**src/rtl/flash_lock_pkg.sv**
```systemverilog
package flash_lock_pkg;

  // Field order fixes the register layout: bit2 read lock, bit1 lock-down, bit0 write lock.
  typedef struct packed {
    logic rd_lock;
    logic lock_down;
    logic wr_lock;
  } lock_t;

  localparam lock_t LOCK_RST = '{rd_lock: 1'b0, lock_down: 1'b0, wr_lock: 1'b1};

  function automatic logic [7:0] lock_to_byte(input lock_t l);
    return {5'b00000, l};
  endfunction

  function automatic lock_t byte_to_lock(input logic [7:0] b);
    return lock_t'(b[2:0]);
  endfunction

endpackage

```
**src/rtl/gpi_sync.sv**
```systemverilog
module gpi_sync #(
  parameter int W = 5
) (
  input  logic         clk,
  input  logic         rst,
  input  logic [W-1:0] pins,
  output logic [W-1:0] captured
);
  logic [W-1:0] meta_q, sync_q;

  always_ff @(posedge clk) begin
    if (rst) begin
      meta_q   <= '0;
      sync_q   <= '0;
      captured <= '0;
    end else begin
      meta_q   <= pins;
      sync_q   <= meta_q;
      captured <= sync_q;
    end
  end
endmodule

```
**src/rtl/lock_regfile.sv**
```systemverilog
module lock_regfile
  import flash_lock_pkg::*;
#(
  parameter int          NUM_BLOCKS = 16,
  parameter int          ADDR_W     = 32,
  parameter int          STRIDE_SH  = 16,
  parameter logic [31:0] LOCK_BASE  = 32'hFFB0_0002,
  parameter logic [31:0] GPI_ADDR   = 32'hFFBC_0100,
  parameter int          GPI_W      = 5,
  localparam int         IDX_W      = $clog2(NUM_BLOCKS)
) (
  input  logic                   clk,
  input  logic                   rst,
  input  logic                   req,
  input  logic                   wr,
  input  logic [ADDR_W-1:0]      addr,
  input  logic [7:0]             wdata,
  input  logic [GPI_W-1:0]       gpi_val,
  output logic                   ack,
  output logic [7:0]             rdata,
  output logic                   addr_err,
  output lock_t [NUM_BLOCKS-1:0] lock_q
);
  logic [ADDR_W-1:0] offset, idx_full;
  logic [IDX_W-1:0]  idx;
  logic              lock_hit, gpi_hit;

  always_comb begin
    offset   = addr - ADDR_W'(LOCK_BASE);
    idx_full = offset >> STRIDE_SH;
    idx      = idx_full[IDX_W-1:0];
    lock_hit = (offset[STRIDE_SH-1:0] == '0) && (idx_full < ADDR_W'(NUM_BLOCKS));
    gpi_hit  = (addr == ADDR_W'(GPI_ADDR));
  end

  for (genvar gi = 0; gi < NUM_BLOCKS; gi++) begin : g_lock
    always_ff @(posedge clk) begin
      if (rst)
        lock_q[gi] <= LOCK_RST;
      else if (req && wr && lock_hit && (idx == IDX_W'(gi)) && !lock_q[gi].lock_down)
        lock_q[gi] <= byte_to_lock(wdata);
    end

    // a frozen register holds its value until reset
    p_lockdown_hold_r3: assert property (@(posedge clk) disable iff (rst)
      lock_q[gi].lock_down |=> $stable(lock_q[gi]));
  end

  always_ff @(posedge clk) begin
    if (rst) begin
      ack      <= 1'b0;
      addr_err <= 1'b0;
      rdata    <= 8'h00;
    end else begin
      ack      <= req;
      addr_err <= req && !lock_hit && !gpi_hit;
      if (req && !wr && lock_hit)
        rdata <= lock_to_byte(lock_q[idx]);
      else if (req && !wr && gpi_hit)
        rdata <= 8'(gpi_val);
      else
        rdata <= 8'h00;
    end
  end

  p_ack_next_r2: assert property (@(posedge clk) disable iff (rst)
    req |=> ack);
  p_err_with_ack_r10: assert property (@(posedge clk) disable iff (rst)
    addr_err |-> ack);
  p_err_reads_zero_r10: assert property (@(posedge clk) disable iff (rst)
    addr_err |-> (rdata == 8'h00));
endmodule

```
**src/rtl/lock_policy.sv**
```systemverilog
module lock_policy
  import flash_lock_pkg::*;
#(
  parameter int  NUM_BLOCKS = 16,
  localparam int IDX_W      = $clog2(NUM_BLOCKS)
) (
  input  logic                   clk,
  input  logic                   rst,
  input  lock_t [NUM_BLOCKS-1:0] lock_q,
  input  logic                   vpp_low,
  input  logic                   tbl_n,
  input  logic                   wp_n,
  input  logic                   prog_req,
  input  logic [IDX_W-1:0]       prog_blk,
  input  logic                   ard_valid_in,
  input  logic [IDX_W-1:0]       ard_blk,
  input  logic [7:0]             ard_data_in,
  output logic [NUM_BLOCKS-1:0]  wr_permit,
  output logic [NUM_BLOCKS-1:0]  rd_mask,
  output logic                   prog_fail,
  output logic                   ard_valid_out,
  output logic [7:0]             ard_data_out
);
  logic [NUM_BLOCKS-1:0] permit_now, rlock_now;

  for (genvar gi = 0; gi < NUM_BLOCKS; gi++) begin : g_blk
    if (gi == NUM_BLOCKS - 1) begin : g_top
      assign permit_now[gi] = ~lock_q[gi].wr_lock & ~vpp_low & tbl_n;
    end else begin : g_main
      assign permit_now[gi] = ~lock_q[gi].wr_lock & ~vpp_low & wp_n;
    end
    assign rlock_now[gi] = lock_q[gi].rd_lock;
  end

  logic prog_ok, ard_hide;
  always_comb begin
    prog_ok  = (32'(prog_blk) < NUM_BLOCKS) && permit_now[prog_blk];
    ard_hide = (32'(ard_blk) >= NUM_BLOCKS) || rlock_now[ard_blk];
  end

  always_ff @(posedge clk) begin
    if (rst) begin
      wr_permit     <= '0;
      rd_mask       <= '0;
      prog_fail     <= 1'b0;
      ard_valid_out <= 1'b0;
      ard_data_out  <= 8'h00;
    end else begin
      wr_permit     <= permit_now;
      rd_mask       <= rlock_now;
      prog_fail     <= prog_req && !prog_ok;
      ard_valid_out <= ard_valid_in;
      ard_data_out  <= (ard_valid_in && !ard_hide) ? ard_data_in : 8'h00;
    end
  end

  p_vpp_all_r6: assert property (@(posedge clk) disable iff (rst)
    vpp_low |=> (wr_permit == '0));
  p_top_pin_r7: assert property (@(posedge clk) disable iff (rst)
    !tbl_n |=> !wr_permit[NUM_BLOCKS-1]);
  p_prog_fail_r4: assert property (@(posedge clk) disable iff (rst)
    (prog_req && lock_q[prog_blk].wr_lock) |=> prog_fail);
  p_rd_zero_r5: assert property (@(posedge clk) disable iff (rst)
    (ard_valid_in && lock_q[ard_blk].rd_lock) |=> (ard_data_out == 8'h00));
endmodule

```
**src/rtl/flash_lock_bank.sv**
```systemverilog
module flash_lock_bank
  import flash_lock_pkg::*;
#(
  parameter int          NUM_BLOCKS = 16,
  parameter int          ADDR_W     = 32,
  parameter int          STRIDE_SH  = 16,
  parameter logic [31:0] LOCK_BASE  = 32'hFFB0_0002,
  parameter logic [31:0] GPI_ADDR   = 32'hFFBC_0100,
  parameter int          GPI_W      = 5,
  localparam int         IDX_W      = $clog2(NUM_BLOCKS)
) (
  input  logic                  clk,
  input  logic                  rst,
  input  logic                  reg_req,
  input  logic                  reg_wr,
  input  logic [ADDR_W-1:0]     reg_addr,
  input  logic [7:0]            reg_wdata,
  output logic                  reg_ack,
  output logic [7:0]            reg_rdata,
  output logic                  reg_addr_err,
  input  logic                  vpp_low,
  input  logic                  tbl_n,
  input  logic                  wp_n,
  input  logic [GPI_W-1:0]      gpi_pins,
  input  logic                  prog_req,
  input  logic [IDX_W-1:0]      prog_blk,
  output logic                  prog_fail,
  input  logic                  ard_valid_in,
  input  logic [IDX_W-1:0]      ard_blk,
  input  logic [7:0]            ard_data_in,
  output logic                  ard_valid_out,
  output logic [7:0]            ard_data_out,
  output logic [NUM_BLOCKS-1:0] wr_permit,
  output logic [NUM_BLOCKS-1:0] rd_mask
);
  lock_t [NUM_BLOCKS-1:0] lock_q;
  logic  [GPI_W-1:0]      gpi_val;

  gpi_sync #(.W(GPI_W)) u_gpi (
    .clk      (clk),
    .rst      (rst),
    .pins     (gpi_pins),
    .captured (gpi_val)
  );

  lock_regfile #(
    .NUM_BLOCKS (NUM_BLOCKS),
    .ADDR_W     (ADDR_W),
    .STRIDE_SH  (STRIDE_SH),
    .LOCK_BASE  (LOCK_BASE),
    .GPI_ADDR   (GPI_ADDR),
    .GPI_W      (GPI_W)
  ) u_regs (
    .clk      (clk),
    .rst      (rst),
    .req      (reg_req),
    .wr       (reg_wr),
    .addr     (reg_addr),
    .wdata    (reg_wdata),
    .gpi_val  (gpi_val),
    .ack      (reg_ack),
    .rdata    (reg_rdata),
    .addr_err (reg_addr_err),
    .lock_q   (lock_q)
  );

  lock_policy #(.NUM_BLOCKS(NUM_BLOCKS)) u_policy (
    .clk           (clk),
    .rst           (rst),
    .lock_q        (lock_q),
    .vpp_low       (vpp_low),
    .tbl_n         (tbl_n),
    .wp_n          (wp_n),
    .prog_req      (prog_req),
    .prog_blk      (prog_blk),
    .ard_valid_in  (ard_valid_in),
    .ard_blk       (ard_blk),
    .ard_data_in   (ard_data_in),
    .wr_permit     (wr_permit),
    .rd_mask       (rd_mask),
    .prog_fail     (prog_fail),
    .ard_valid_out (ard_valid_out),
    .ard_data_out  (ard_data_out)
  );
endmodule

```
**config.mk**
```make
export PLATFORM = sky130hd
export DESIGN_NAME = flash_lock_bank
export DESIGN_NICKNAME = d
export VERILOG_FILES = /design/src/rtl/flash_lock_pkg.sv /design/src/rtl/gpi_sync.sv /design/src/rtl/lock_regfile.sv /design/src/rtl/lock_policy.sv /design/src/rtl/flash_lock_bank.sv
export SDC_FILE = /design/constraint.sdc
export NUM_CORES = 1
export LEC_CHECK = 0
export BUFFER_PORTS_ARGS = -buffer_cell sky130_fd_sc_hd__buf_2
export CAP_MARGIN = 0
export CORE_MARGIN = 1.5
export CORE_UTILIZATION = 45
export DETAILED_ROUTE_END_ITERATION = 10
export PLACE_DENSITY_LB_ADDON = 0.08
export SLEW_MARGIN = 20
export SYNTH_ARGS = -nofsm -noshare
export SYNTH_HDL_FRONTEND = slang
export SYNTH_HIERARCHICAL = 1
export SYNTH_SLANG_ARGS = --single-unit
```
**constraint.sdc**
```tcl
create_clock -name clk -period 7.6 [get_ports clk]
set_clock_uncertainty 0.1 [all_clocks]
set_input_delay 1.52 -clock clk [delete_from_list [all_inputs] [get_ports clk]]
set_output_delay 1.52 -clock clk [all_outputs]
set_load 0.1 [all_outputs]
```
==> results of run 1 <==
## kinds of logic (layout without fill, tap and decap cells)
family / count (synthesis) / in the layout / share of synthesized area (%)
simple gates: 357 / 357 / 33.79
compound gates: 139 / 139 / 14.41
flops: 112 / 112 / 36.26
buf+inv: 60 / 141 / 5.140
mux: 49 / 49 / 9.146
xor+xnor: 7 / 7 / 0.9915
fa+ha+maj: 1 / 1 / 0.2023
other cells: 1 / 3 / 0.06065
## state kept, by name, summed over array words and instances (netlist names)
name                    count
u_regs/addr_err             1
u_gpi/sync_q                5
u_regs/ack                  1
u_regs/lock_q              48
u_policy/ard_data_out       8
u_regs/rdata                5
u_policy/rd_mask           16
u_policy/ard_valid_out      1
u_gpi/captured              5
u_policy/prog_fail          1
u_gpi/meta_q                5
u_policy/wr_permit         16
## per-layer routing
layer  track usage, %  part of all wire [%]  vias to the layer above  routed length (um)
li1                 -                     -                     2718                   -
met1            29.84                    45                     2547                7278
met5                0                     0                        -                   0
met2            37.21                    47                      191                7518
met4            8.162                   2.4                        0                 385
met3            3.821                   6.0                       30                 976
## layout by cell type (no fill, tap or decap), types with 9 or more instances in the layout
cell	instances
nand2b_1	81
mux2i_1	42
o21ai_2	9
dfxtp_1	112
nor2b_1	22
nor2_1	56
nand3_1	10
buf_2	113
o22ai_1	12
nand4_1	9
a21oi_1	61
nand2_1	63
o31ai_1	12
clkbuf_16	9
o211ai_1	15
or3_1	12
and2_1	12
nand4_2	10
nor3_1	22
nor4_1	14
## report_power, final
group	total, mW	internal, mW	switching, mW
combinational	0.144	0.0456	0.0987
sequential	0.594	0.592	0.00134
clock	0.492	0.263	0.229
## critical path: stages
cell	delay, ps
buf_2	120
inv_1	50
ha_1	170
nor4b_1	620
nand3_1	400
o31a_2	420
o211ai_1	870
a21oi_1	70
nor4_1	540
o31ai_1	130
## cells in the mapped netlist, drive strengths merged (2+ instances only)
| master | count | area share, % |
|---|---|---|
| nor2 | 56 | 3.4 |
| nand4 | 19 | 2.9 |
| nor3b | 2 | 0.24 |
| buf | 20 | 2.6 |
| nand3b | 3 | 0.57 |
| or2 | 2 | 0.20 |
| or3 | 14 | 1.5 |
| nor2b | 29 | 3.2 |
| nand2 | 63 | 3.8 |
| and2b | 6 | 0.81 |
| clkbuf | 34 | 2.1 |
| a211oi | 5 | 0.61 |
| mux4 | 5 | 2.0 |
| o21ai | 20 | 2.2 |
| o31a | 2 | 0.30 |
| nor3 | 22 | 1.8 |
| nor4 | 16 | 1.9 |
| inv | 5 | 0.30 |
| nor4b | 3 | 0.53 |
| o211ai | 15 | 1.8 |
| o31ai | 12 | 1.5 |
| and3 | 5 | 0.51 |
| o22ai | 13 | 1.4 |
| or4 | 9 | 1.4 |
| xnor2 | 6 | 0.85 |
| mux2i | 43 | 7.0 |
| nand3 | 10 | 0.81 |
| dfxtp | 112 | 36 |
| a211o | 2 | 0.28 |
| nand2b | 81 | 8.2 |
| and2 | 12 | 1.2 |
| a21oi | 61 | 4.9 |
## stage by stage
stage               area (um2)  cells  util, %  power, mW  setup slack, ps
floorplan                 6191    728        -     0.7115             3211
global placement          6749    969    50.56     0.7487             2516
CTS                       7063    985    52.92      1.243             2836
global route              7064    985    52.92      1.279             2403
finish                    7064    985    52.92      1.230             2810
detailed placement        6749    969    50.56     0.7512             2464
## layout make-up
class                           count  area, um2
Inverter                            5      18.77
Fill cell                        1330       6284
Tap cell                          176      220.2
Clock buffer                        9      225.2
Multi-Input combinational cell    556       3651
Timing Repair Buffer              120      618.1
Clock inverter                      7      88.84
Sequential cell                   112       2242
## worst paths after layout
| path | cells past startpoint | startpoint | end | slack, ps |
|---|---|---|---|---|
| max | 10 | reg_addr[1] | u_regs/rdata[0]$_SDFF_PP0_ | 2810 |
| min | 1 | u_gpi/captured[4]$_SDFF_PP0_ | u_regs/rdata[4]$_SDFF_PP0_ | 330 |
| max reg2reg | 6 | u_regs/lock_q[6]$_SDFFE_PP1P_ | u_regs/rdata[0]$_SDFF_PP0_ | 5730 |
| min reg2reg | 1 | u_gpi/captured[4]$_SDFF_PP0_ | u_regs/rdata[4]$_SDFF_PP0_ | 330 |
==> metrics.csv, run 1 <==
metric,value,unit
outcome,"finished, final reports clean",
syn_to_final_growth,14.25,%
hold_class,reg -> reg,
yosysUniqueCellTypes,70,
setup_viol,0,
fp.dieW,120.2,um
routabilityCongestion,0.8973,
p_leak,2.967,nW
synth_warnings,6,
drive_gt1_share,23.24,%
ir_worst_vdd,150.0,uV
timing.final.crit_period,4790,ps
antenna_left,0,
period_share,63.03,%
h-tree-depth,3,
core,13350,um2
die-area,14450,um2
grt_max_degree,99,
tightest_slew,1088,ps
fp-row-count,42,
dr.pass1.iters,5,
ctsResizeCount,0,
slew_headroom,26.01,%
port_buffers,113,
die_y,120.2,um
drt_iter0_markers,374,
syn_avg_cell_area,8.517,um2
synth_cells,726,
via_per_inst,5.570,
seq_area_frac_synth,36.26,%
cts_tree,built,
grt_use_total,22.57,%
wl,16.16,mm
maxSlewViolCount,0,
finalNetCount,875,
yosys_register_bits,112,
setup_tns,0,ps
n_antenna_cell,0,
fmax,208.8,MHz
hpwl,10.94,mm
grt_setup_unrepaired,no,
crit_type,in -> reg,
cp.required,7720,ps
hold_ws,334.2,ps
grt_pass1_wl,25.76,mm
p_per_area,174.1,nW/um2
drv_cap,0,
hold_viol,0,
synth_edf_count,0,
cts_buffers,9,
grt-ovfl-total,0,
arrival,4920,ps
num_vias,5486,
postCtsSetupBuffers,0,
initial_core_util,46.33,%
first_global_vias,5053,
io-pin-count,122,
wl_per_cell,16.41,um
clk_pin_slew,80,ps
cts-root-buf,clkbuf_16,
synth_async_sr_flop_share,0,%
clock-sinks,112,
cp-start-kind,input port,
ctsHoldBuffers,0,
yosys_most_used_dff,dfxtp_1,
synth_area,6183,um2
drc,0,
antenna_found_initial,0,
clk_path_buf_depth,2,
worstSkewPairLatency,360,ps
cp_max_fo,11,
endpoint_kind,flop,
Note: power is estimated with default switching activity, not from simulation.
==> run 2, diff against run 1 <==
clock period = 4.6 ns   (was 7.6 ns; I/O delays follow)
==> run 2 against run 1 <==
Net effect:
- first-iteration DRC count decreased by 4.0%
- critical endpoint is now u_regs/lock_q[2]$_SDFFE_PP0P_
- critical path type unchanged
- clock-buffer cell count stayed put
- sequential share of layout area down 0.39 points
- wire length is 0.27% higher
- largest power group unchanged
- clock power rose by 58%
- utilization grew 0.66 points
- combinational power rose by 70%
- register-to-register slack worse by 3000 ps
- highest routed layer unchanged
- via count rose by 1.5%
==> metrics.csv, run 2 (synthesis gave the netlist of run 1 again) <==
metric,value,unit
reg_top3,"u_regs/lock_q: 48 flops, u_policy/rd_mask: 16 flops, u_policy/wr_permit: 16 flops",
power.total,2.002,mW
hold_viol,0,
ir_worst_vdd,160.3,uV
slowest_delay,610,ps
slowest_stage,or4_4,
die_y,120.2,um
wl_per_cell,16.20,um
grt_setup_unrepaired,no,
io-pin-count,122,
maxSlewViolCount,0,
num_vias,5569,
drt_iter0_markers,359,
fp.dieW,120.2,um
cp.required,4710,ps
min_path_cells,1,
initial_core_util,46.33,%
tightest_slew,1018,ps
crit_type,in -> reg,
worstPathCellList,"buf_2, or4_4, or4_4, or4_1, or3_4, a22oi_4, buf_4, nand4_2, mux2i_1",
antenna_left,0,
n_antenna_cell,0,
syn_to_final_growth,15.66,%
cp_max_fo,11,
r2r-start,u_regs/lock_q[3]$_SDFFE_PP1P_,
dr.pass1.iters,5,
cts_tree,built,
largest_reg_flops,48,
period_share,82.73,%
clock-sinks,112,
drive_gt1_share,24.39,%
grt_max_degree,99,
worstSkewPairLatency,360,ps
setup_viol,0,
via_per_inst,5.569,
dp_cells,984,
fmax,262.8,MHz
fp-row-count,42,
drc,0,
wl,16.20,mm
ctsResizeCount,0,
pwr-share-seq,49.0,%
finalCoreUtilization,53.58,%
timing.final.crit_period,3805,ps
cp-start-kind,input port,
reg2reg_slack,2750,ps
p_leak,3.031,nW
pwr-share-comb,12.2,%
hold_class,reg -> reg,
clk_pin_slew,70,ps
setup_tns,0,ps
r2r_cells,7,
cpMostUsedCell,or4_4,
hp-start,u_gpi/meta_q[4]$_SDFF_PP0_,
postCtsSetupBuffers,0,
routabilityCongestion,0.8858,
first_global_vias,5159,
port_buffers,113,
finalNetCount,890,
core,13350,um2
min_to,u_gpi/sync_q[4]$_SDFF_PP0_,
grt-ovfl-total,0,
die-area,14450,um2
n_fill_cell,1321,
outcome,"finished, final reports clean",
stdcell_count,1000,
final_cell_mix,"113 x buf_2, 112 x dfxtp_1, 81 x nand2b_1, 63 x nand2_1, 61 x a21oi_1",
reg2reg_to,u_regs/rdata[0]$_SDFF_PP0_,
h-tree-depth,3,
grt_pass1_wl,25.96,mm
use_met1,29.23,%
slew_headroom,30.19,%
hpwl,11.35,mm
clk_path_buf_depth,2,
endpoint_kind,flop,
gr-usage-met3,3.255,%
cts-root-buf,clkbuf_16,
p_switching,557.8,uW
power_frac_clock,38.8,%
p_per_area,279.9,nW/um2
switching_share,27.86,%
cts_buffers,9,
drv_cap,0,
grtUsageMet2,38.75,%
regMostFlops,u_regs/lock_q,
antenna_found_initial,0,
arrival,3920,ps
final_common_cell,buf_2,
grt-busiest-layer,met2,
grt_use_total,22.78,%
ctsHoldBuffers,0,
power.internal,1.444,mW
==> run 2: changes by cell type in the layout (fill, tap and decap cells not counted), sizes merged <==
cell	previous run	this run
buf	120	135
bufinv	1	0
clkinvlp	0	1
==> run 2: how the worst max path moves through the flow <==
stage               slack (ps)         start                       endpoint
floorplan                  810  reg_addr[14]  u_regs/lock_q[2]$_SDFFE_PP0P_
global placement           460   reg_addr[4]  u_regs/lock_q[2]$_SDFFE_PP0P_
detailed placement         440   reg_addr[4]  u_regs/lock_q[2]$_SDFFE_PP0P_
CTS                        810   reg_addr[4]  u_regs/lock_q[7]$_SDFFE_PP0P_
global route               610   reg_addr[8]     u_regs/rdata[0]$_SDFF_PP0_
finish                     790   reg_addr[4]  u_regs/lock_q[2]$_SDFFE_PP0P_
==> run 2: worst max-delay path, delay by kind of cell <==
kind | cells | cell delay (ps)
compound gates | 1 | 330
mux | 1 | 160
buf+inv | 2 | 370
simple gates | 5 | 2120
==> run 2: per-layer routing <==
metal | share of wire, % | vias up
li1 | - | 2750
met1 | 44 | 2591
met2 | 48 | 202
met3 | 6.0 | 26
met4 | 2.0 | 0
met5 | 0 | -
==> run 2: stage by stage <==
stage	worst slack, ps	area (um2)	hold WS [ps]
floorplan	810.5	6191	301.4
global placement	456.9	6849	312.0
detailed placement	442.7	6849	320.0
CTS	814.2	7152	339.3
global route	606.9	7152	347.1
finish	794.6	7152	333.5
==> run 2: power by group through the flow <==
stage	clock network, mW	registers, mW	logic (mW)
floorplan	0	1.04	0.134
global placement	0	1.00	0.239
detailed placement	0	1.00	0.244
CTS	0.795	0.981	0.245
global route	0.833	0.982	0.264
finish	0.776	0.981	0.245
==> run 2: area by class of cell <==
| cell class | count | area, um2 | area share, % |
|---|---|---|---|
| inverters | 5 | 18.77 | 0.2624 |
| repair buffers | 135 | 730.7 | 10.22 |
| well taps | 176 | 220.2 | 3.079 |
| clock inverters | 7 | 77.57 | 1.085 |
| flip-flops and latches | 112 | 2242 | 31.35 |
| clock buffers | 9 | 225.2 | 3.149 |
| multi-input cells | 556 | 3637 | 50.86 |
==> run 3, diff against run 2 <==
clock period = 3.4 ns   (was 4.6 ns; I/O delays follow)
==> run 3 against run 2 <==
Net effect:
- clock power increased by 42%
- setup slack lost 710 ps
- combinational power rose by 49%
- critical path depth is the same
- wire length up 2.1%
- die area stayed put
- via count is 3.0% higher
- critical path type unchanged
==> metrics.csv, run 3 (synthesis gave the netlist of run 1 again) <==
metric,value,unit
outcome,"finished, final reports clean",
hp-start,u_gpi/captured[4]$_SDFF_PP0_,
drive_gt1_share,29.61,%
timing.final.crit_period,3319,ps
endpoint_kind,flop,
grt_pass1_wl,26.25,mm
min_to,u_regs/rdata[4]$_SDFF_PP0_,
initial_core_util,46.33,%
hold_class,reg -> reg,
h-tree-depth,3,
p_per_area,363.8,nW/um2
worst_slack,81.48,ps
finalNetCount,944,
cp-start-kind,input port,
drc,0,
final_common_cell,buf_2,
num_vias,5735,
core,13350,um2
routabilityCongestion,0.8806,
period_share,97.60,%
syn_to_final_growth,24.02,%
first_global_vias,5337,
multi_input_area,3690,um2
drt_iter0_markers,330,
wl_per_cell,15.70,um
r2r-start,u_regs/lock_q[11]$_SDFFE_PP0P_,
reg_top3,"u_regs/lock_q: 48 flops, u_policy/rd_mask: 16 flops, u_policy/wr_permit: 16 flops",
arrival,3430,ps
grt_max_degree,99,
crit_type,in -> reg,
worstPathCellList,"buf_2, or4_4, or4_4, or4_4, or3_4, a22oi_4, buf_12, nand4_1, mux2i_1",
setup_viol,0,
r2r_cells,4,
power.total,2.790,mW
io-pin-count,122,
grt_use_total,22.93,%
n_antenna_cell,0,
reg2reg_slack,1630,ps
antenna_left,0,
crit_buf_inv,2,
hold_viol,0,
final_cell_mix,"113 x buf_2, 112 x dfxtp_1, 81 x nand2b_1, 70 x buf_4, 62 x nand2_1",
dp_cells,1036,
dr.pass1.iters,8,
p_leak,3.334,nW
clock-sinks,112,
worstSkewPairLatency,360,ps
tightest_slew,773.1,ps
slew_headroom,48.46,%
cts-root-buf,clkbuf_16,
pre_cts_ws,-333.7,ps
ir_worst_vdd,231.5,uV
cp_max_fo,16,
via_per_inst,5.441,
antenna_found_initial,0,
min_path_cells,1,
die-area,14450,um2
drv_cap,0,
grt_setup_unrepaired,no,
cpMostUsedCell,or4_4,
fp.dieW,120.2,um
seqCellArea,2242,um2
clk_pin_slew,80,ps
wl,16.55,mm
stdcell_count,1054,
fp-row-count,42,
cts_tree,built,
cp.required,3510,ps
port_buffers,113,
n_fill_cell,1252,
grt-ovfl-total,0,
maxSlewViolCount,0,
slowest_stage,or4_4,
clk_path_buf_depth,2,
fmax,301.3,MHz
setup_tns,0,ps
die_y,120.2,um
critical-path-top-delay-family,simple AND/OR/NAND/NOR gates,
largest_reg_flops,48,
cts_buffers,9,
hpwl,12.16,mm
slowest_delay,580,ps
regMostFlops,u_regs/lock_q,
reg2reg_to,u_policy/ard_data_out[2]$_SDFF_PP0_,
hold_ws,330.1,ps
[run 3: changes by cell type in the layout (fill, tap and decap cells not counted), moves of 2 or more]
cell	change
buf_4	+48
nor4_1	-2
buf_12	+4
nor4_2	+2
[run 3: what timing repair did]
item / CTS / global route
gates resized for setup: 0 / 8
setup buffers: 0 / 1
hold buffers: 0 / 0
setup endpoints to repair: 0 / 17
[run 3: layout make-up]
type	instances	share of cell area (%)
Multi-Input combinational cell	557	48.12
Sequential cell	112	29.24
Timing Repair Buffer	188	15.42
Clock buffer	10	2.986
Tap cell	176	2.872
Clock inverter	6	1.126
Inverter	5	0.2447
[run 3: worst register-to-register path, delay by kind of cell, from the launching register on]
| family | cells | cell delay (ps) |
|---|---|---|
| flops | 1 | 460 |
| compound gates | 1 | 290 |
| mux | 2 | 630 |
| simple gates | 1 | 190 |
[run 3: power breakdown]
| part | switching, mW | leakage [nW] | internal (mW) | total, mW |
|---|---|---|---|---|
| sequential | 0.00274 | 0.907 | 1.32 | 1.33 |
| combinational | 0.229 | 2.27 | 0.137 | 0.366 |
| clock | 0.506 | 0.153 | 0.591 | 1.10 |
[run 3: per-stage QoR]
step	util [%]	area [um2]
global placement	54.65	7295
finish	57.45	7669
CTS	57.01	7610
detailed placement	54.65	7295
floorplan	-	6200
global route	57.45	7669
[run 3: per-layer routing]
layer	vias to the layer above	track usage, %	wire (um)
li1	2856	-	-
met1	2629	27.65	7243
met2	208	40.79	7962
met3	42	3.868	896
met4	0	8.824	443
met5	-	0	0
[run 3: worst max path at each step]
stage | from | to | cells after the start
2_1_floorplan | reg_addr[4] | u_regs/lock_q[2]$_SDFFE_PP0P_ | 9
4_1_cts | reg_addr[4] | u_regs/lock_q[34]$_SDFFE_PP0P_ | 10
3_3_place_gp | reg_addr[4] | u_regs/rdata[2]$_SDFF_PP0_ | 10
3_5_place_dp | reg_addr[4] | u_regs/lock_q[34]$_SDFFE_PP0P_ | 10
6_report | reg_addr[4] | u_regs/lock_q[44]$_SDFFE_PP0P_ | 9
5_1_grt | reg_addr[4] | u_regs/rdata[0]$_SDFF_PP0_ | 10
